### src/rtl/frame_flip_injector.sv
module frame_flip_injector #(
  parameter int ADDR_W      = 16,
  parameter int WORD_W      = 32,
  parameter int FRAME_WORDS = 41,
  parameter int NPOS        = 4,
  parameter int ACK_TIMEOUT = 16,
  localparam int WIDX_W     = (FRAME_WORDS > 1) ? $clog2(FRAME_WORDS) : 1,
  localparam int BIDX_W     = (WORD_W > 1) ? $clog2(WORD_W) : 1,
  localparam int TW         = $clog2(ACK_TIMEOUT + 1)
) (
  input  logic                     clk,
  input  logic                     rst_n,
  input  logic                     req_valid,
  output logic                     req_ready,
  input  logic [ADDR_W-1:0]        req_frame,
  input  logic [NPOS-1:0]          req_pos_vld,
  input  logic [NPOS*WIDX_W-1:0]   req_word_idx,
  input  logic [NPOS*BIDX_W-1:0]   req_bit_idx,
  output logic                     cfg_req,
  output logic                     cfg_we,
  output logic [ADDR_W-1:0]        cfg_frame,
  output logic [WIDX_W-1:0]        cfg_word,
  output logic [WORD_W-1:0]        cfg_wdata,
  input  logic                     cfg_ack,
  input  logic [WORD_W-1:0]        cfg_rdata,
  input  logic                     cfg_err,
  output logic                     done,
  output logic                     done_ok,
  output logic [ADDR_W-1:0]        done_frame
);

  typedef enum logic [2:0] {S_IDLE, S_RD, S_WR, S_VF, S_DONE} st_t;

  st_t                      st;
  logic [NPOS-1:0]          pv_q;
  logic [NPOS*WIDX_W-1:0]   wi_q;
  logic [NPOS*BIDX_W-1:0]   bi_q;
  logic [ADDR_W-1:0]        frm_q;
  logic [WIDX_W-1:0]        wptr;
  logic [TW-1:0]            tmo;
  logic                     mism, fail_q;
  logic [WORD_W-1:0]        flip_mask;
  logic [WORD_W-1:0]        fbuf [FRAME_WORDS];

  wire last_w   = (wptr == WIDX_W'(FRAME_WORDS - 1));
  wire tmo_hit  = cfg_req && !cfg_ack && (tmo == TW'(ACK_TIMEOUT - 1));
  wire err_hit  = cfg_req && cfg_ack && cfg_err;
  wire cur_diff = (cfg_rdata != fbuf[wptr]);

  assign req_ready  = (st == S_IDLE);
  assign cfg_req    = (st == S_RD) || (st == S_WR) || (st == S_VF);
  assign cfg_we     = (st == S_WR);
  assign cfg_frame  = frm_q;
  assign cfg_word   = wptr;
  assign cfg_wdata  = fbuf[wptr];
  assign done       = (st == S_DONE);
  assign done_ok    = !fail_q;
  assign done_frame = frm_q;

  always_comb begin
    flip_mask = '0;
    for (int i = 0; i < NPOS; i++)
      if (pv_q[i] && (wi_q[i*WIDX_W +: WIDX_W] == wptr))
        flip_mask = flip_mask ^ (WORD_W'(1) << bi_q[i*BIDX_W +: BIDX_W]);
  end

  always_ff @(posedge clk)
    if (st == S_RD && cfg_ack && !cfg_err)
      fbuf[wptr] <= cfg_rdata ^ flip_mask;

  always_ff @(posedge clk) begin
    if (!rst_n) begin
      st     <= S_IDLE;
      pv_q   <= '0;
      wi_q   <= '0;
      bi_q   <= '0;
      frm_q  <= '0;
      wptr   <= '0;
      tmo    <= '0;
      mism   <= 1'b0;
      fail_q <= 1'b0;
    end else begin
      case (st)
        S_IDLE: if (req_valid) begin
          pv_q   <= req_pos_vld;
          wi_q   <= req_word_idx;
          bi_q   <= req_bit_idx;
          frm_q  <= req_frame;
          wptr   <= '0;
          tmo    <= '0;
          mism   <= 1'b0;
          fail_q <= 1'b0;
          st     <= S_RD;
        end
        S_RD, S_WR, S_VF: begin
          if (err_hit || tmo_hit) begin
            fail_q <= 1'b1;
            st     <= S_DONE;
          end else if (cfg_ack) begin
            tmo <= '0;
            if (st == S_VF && cur_diff) mism <= 1'b1;
            if (last_w) begin
              wptr <= '0;
              case (st)
                S_RD:    st <= S_WR;
                S_WR:    st <= S_VF;
                default: begin
                  st     <= S_DONE;
                  fail_q <= mism || cur_diff;
                end
              endcase
            end else begin
              wptr <= wptr + 1'b1;
            end
          end else begin
            tmo <= tmo + 1'b1;
          end
        end
        default: st <= S_IDLE;
      endcase
    end
  end

  AST_ACCEPT_STARTS_READ: assert property (@(posedge clk) disable iff (!rst_n)
    req_valid && req_ready |=> cfg_req && !cfg_we && cfg_word == '0);

  AST_HOLD_UNTIL_ACK: assert property (@(posedge clk) disable iff (!rst_n)
    cfg_req && !cfg_ack && !tmo_hit |=> cfg_req && $stable(cfg_word) && $stable(cfg_we));

  AST_WRITE_AFTER_LAST_READ: assert property (@(posedge clk) disable iff (!rst_n)
    $rose(cfg_we) |-> $past(cfg_ack) && $past(cfg_word) == WIDX_W'(FRAME_WORDS - 1));

  AST_ERR_ABORTS: assert property (@(posedge clk) disable iff (!rst_n)
    err_hit |=> done && !done_ok);

  AST_DONE_ONE_CYCLE: assert property (@(posedge clk) disable iff (!rst_n)
    done |=> !done && req_ready);

endmodule

### config.mk
export PLATFORM = sky130hd
export DESIGN_NAME = frame_flip_injector
export DESIGN_NICKNAME = d
export VERILOG_FILES = /design/src/rtl/frame_flip_injector.sv
export SDC_FILE = /design/constraint.sdc
export NUM_CORES = 1
export LEC_CHECK = 0
export BUFFER_PORTS_ARGS = -buffer_cell sky130_fd_sc_hd__buf_2
export CAP_MARGIN = 40
export CORE_MARGIN = 5
export CORE_UTILIZATION = 40
export DETAILED_ROUTE_END_ITERATION = 12
export HOLD_SLACK_MARGIN = 0.03
export MAX_ROUTING_LAYER = met4
export PLACE_DENSITY_LB_ADDON = 0.15
export RECOVER_POWER = 50
export SYNTH_ARGS = -nofsm -noshare
export SYNTH_HDL_FRONTEND = slang
export SYNTH_SLANG_ARGS = --single-unit
### constraint.sdc
create_clock -name clk -period 5.85 [get_ports clk]
set_input_delay 0.585 -clock clk [delete_from_list [all_inputs] [get_ports clk]]
set_output_delay 0.585 -clock clk [all_outputs]
set_load 0.02 [all_outputs]
==> impl_metrics.json <==
{
  "whs_path_depth": 3,
  "drt-met1-wl_mm": 80.0,
  "p_per_area_nw_per_um2": 361,
  "drt_iter0_drc": 3639,
  "cp_max_fo": 16,
  "required_ns": 6.21,
  "cts_root_buf": "clkbuf_16",
  "nNetsFinal": 3909,
  "cp_data_arrival_time_ns": 5.74,
  "antenna_found_initial": 13,
  "holdCritPathClass": "in -> reg",
  "rsz0062_at_grt": "no",
  "viasPerCell": 5.79,
  "fin_util": 0.463,
  "drv_slew": 931,
  "nFillCells": 12600,
  "hp-start": "req_frame[12]",
  "fp-row-count": 139,
  "worstReg2RegEnd": "fbuf[10][0]",
  "cts.path.max_buffers": 3,
  "area_growth_pct": 15.1,
  "final.min_clock_period_ns": 5.38,
  "period_share": 0.920,
  "routed.top_layer": "met4",
  "status": "finished with violations",
  "ant_nets": 0,
  "vias": 33800,
  "synth_flop_cell": "edfxtp_1",
  "clock_latency_ns": 0.78,
  "postSynth.asyncResetShare": 0,
  "start_util": 0.402,
  "track_usage": 0.250,
  "synthDistinctLibCells": 83,
  "place_ws_ns": 1.23,
  "finalHoldViolations": 0,
  "relSlewSlack": -1.53,
  "final-setup-viol-count": 0,
  "clk_pin_slew_ns": 0.06,
  "yosysWarnings": 0,
  "synth_area_per_cell_um2": 16.9,
  "tightestPinTransition_ns": 3.79,
  "fin_worst_skew_ns": 0.0292,
  "critPathKind": "reg -> reg",
  "synth-seq-area-share": 0.711,
  "finalInstanceArea_um2": 66500,
  "core_area_um2": 144000,
  "drc": 0,
  "rrSetupSlack_ns": 0.47,
  "io_buffers": 175,
  "whs_endpoint": "cfg_frame[12]",
  "grt_pass1_vias": 33100,
  "setup_tns_ns": 0,
  "netlist_area_um2": 57800,
  "dieHeight_um": 390,
  "grt_overflow": 0,
  "htree_levels": 4,
  "clock.fmax_mhz": 186,
  "hpwlAfterDp_mm": 120,
  "maxCapViolations": 43,
  "power_mw": 24.0,
  "synth-edff-count": 1312,
  "dpl_cell_area_um2": 62200,
  "pin_count": 176,
  "rr_worst_depth": 6,
  "layout-drive-gt1-share": 0.186,
  "critPathCaptureType": "flop",
  "die_w_um": 390,
  "drtPass1Iterations": 8,
  "synthesis.nets": 3531,
  "worstReg2RegStart": "cfg_word[3]",
  "cp-start-kind": "flop",
  "ys_seq_elements": 1398,
  "wl_met3_mm": 15.0,
  "ir_drop_uv": 258,
  "route.met2.wl_mm": 88.2,
  "grt_pass1_wl_mm": 261,
  "grt_max_degree": 65,
  "dieArea_um2": 152000,
  "netlist_instances": 3426,
  "cts_buffers": 148,
  "routabilityCongestion": 0.954,
  "cts_tree": "built",
  "power_leakage_nw": 20.6,
  "failed_checks": "max-capacitance violations, max-slew violations",
  "routedWlPerCell_um": 32.0,
  "cts_sinks": 1398,
  "wl_mm": 187,
  "fin_ws_ns": 0.469
}
metrics by stage:
step / std cells / hold slack [ns]
after global placement: 5474 / 0.447
after detailed placement: 5502 / 0.453
after global routing: 5831 / 0.0498
after CTS: 5824 / 0.0300
after floorplan: 3426 / 0.436
final: 5836 / 0.0744
synth_stat cells (23+ instances only):
cell type,instances,area share
xor2_1,70,0.011
nor2b_1,23,0.0025
nor2_1,149,0.0097
mux2i_1,314,0.054
nand2_1,312,0.020
buf_4,45,0.0058
a21oi_1,134,0.012
mux4_2,163,0.064
clkbuf_1,66,0.0043
o22ai_1,37,0.0040
buf_6,38,0.0074
nor3_1,24,0.0021
xnor2_1,104,0.016
nand3_1,34,0.0029
a22oi_1,108,0.014
dfxtp_1,86,0.030
edfxtp_1,1312,0.68
buf_2,29,0.0025
cell families after synthesis:
family,Yosys count,synth area share
compound gates,418,0.0485
fa+ha+maj,4,0.000866
flops,1398,0.711
buf+inv,219,0.0255
simple gates,693,0.0556
mux,520,0.132
xor+xnor,174,0.0264
cells in the final DEF (no fill, tap or decap), types with 54 or more instances in the layout:
master and count:
a21oi_1 134, a22oi_1 108, buf_2 140, buf_4 102, clkbuf_1 154, clkbuf_16 151, dfxtp_1 80, dlygate4sd3_1 54
edfxtp_1 1312, mux2i_1 314, mux4_2 163, nand2_1 311, nor2_1 138, xnor2_1 72, xor2_1 70
worst max-delay path: stages (launching register included):
cell and delay, ns:
dfxtp_1 0.31, clkbuf_1 0.65, nand2b_1 0.19, or3_1 0.34
clkbuf_1 0.32, nor2_1 1.66, clkbuf_1 1.42
area by class of cell:
type | count | area (um2) | area share
tap | 1903 | 2380 | 0.0358
multi-input combinational | 1809 | 15500 | 0.234
timing repair buffer | 428 | 2770 | 0.0417
clock inverter | 67 | 547 | 0.00822
antenna | 11 | 27.5 | 0.000414
clock buffer | 201 | 4020 | 0.0604
sequential | 1398 | 41100 | 0.619
inverter | 19 | 71.3 | 0.00107
where the power goes:
part / internal [mW] / switching, mW
Combinational: 1.29 / 2.26
Sequential: 11.3 / 0.281
Clock: 4.98 / 3.93
registers in the layout, indices dropped and copies added (netlist names), named ones only:
name,cells
cfg_frame,16
fbuf,1312
bi_q,20
wi_q,24
tmo,5
pv_q,4
cfg_word,6
fail_q,1
st,3
mism,1
worst max path at each step:
| stage | startpoint | endpoint | slack, ns | cells past startpoint |
|---|---|---|---|---|
| after floorplan | cfg_word[0] | fbuf[0][5] | 1.55 | 8 |
| after global placement | flop | fail_q | 1.28 | 11 |
| after detailed placement | flop | fail_q | 1.23 | 11 |
| after CTS | flop | cfg_wdata[16] | 0.70 | 9 |
| after global routing | cfg_word[1] | fbuf[2][19] | 0.38 | 5 |
| final | cfg_word[3] | fbuf[10][0] | 0.47 | 6 |
what timing repair did:
action / 4_1_cts / 5_1_grt
gates resized for setup: 0 / 0
buffers inserted: 0 / 0
endpoints found under the hold margin: 54 / 0
hold buffers: 54 / 0
metal layers:
metal	vias up	GRT usage
li1	14200	-
met1	17900	0.345
met2	1403	0.388
met3	249	0.0538
met4	0	0.0499
met5	-	-
Power figures use the tool's default switching activity.
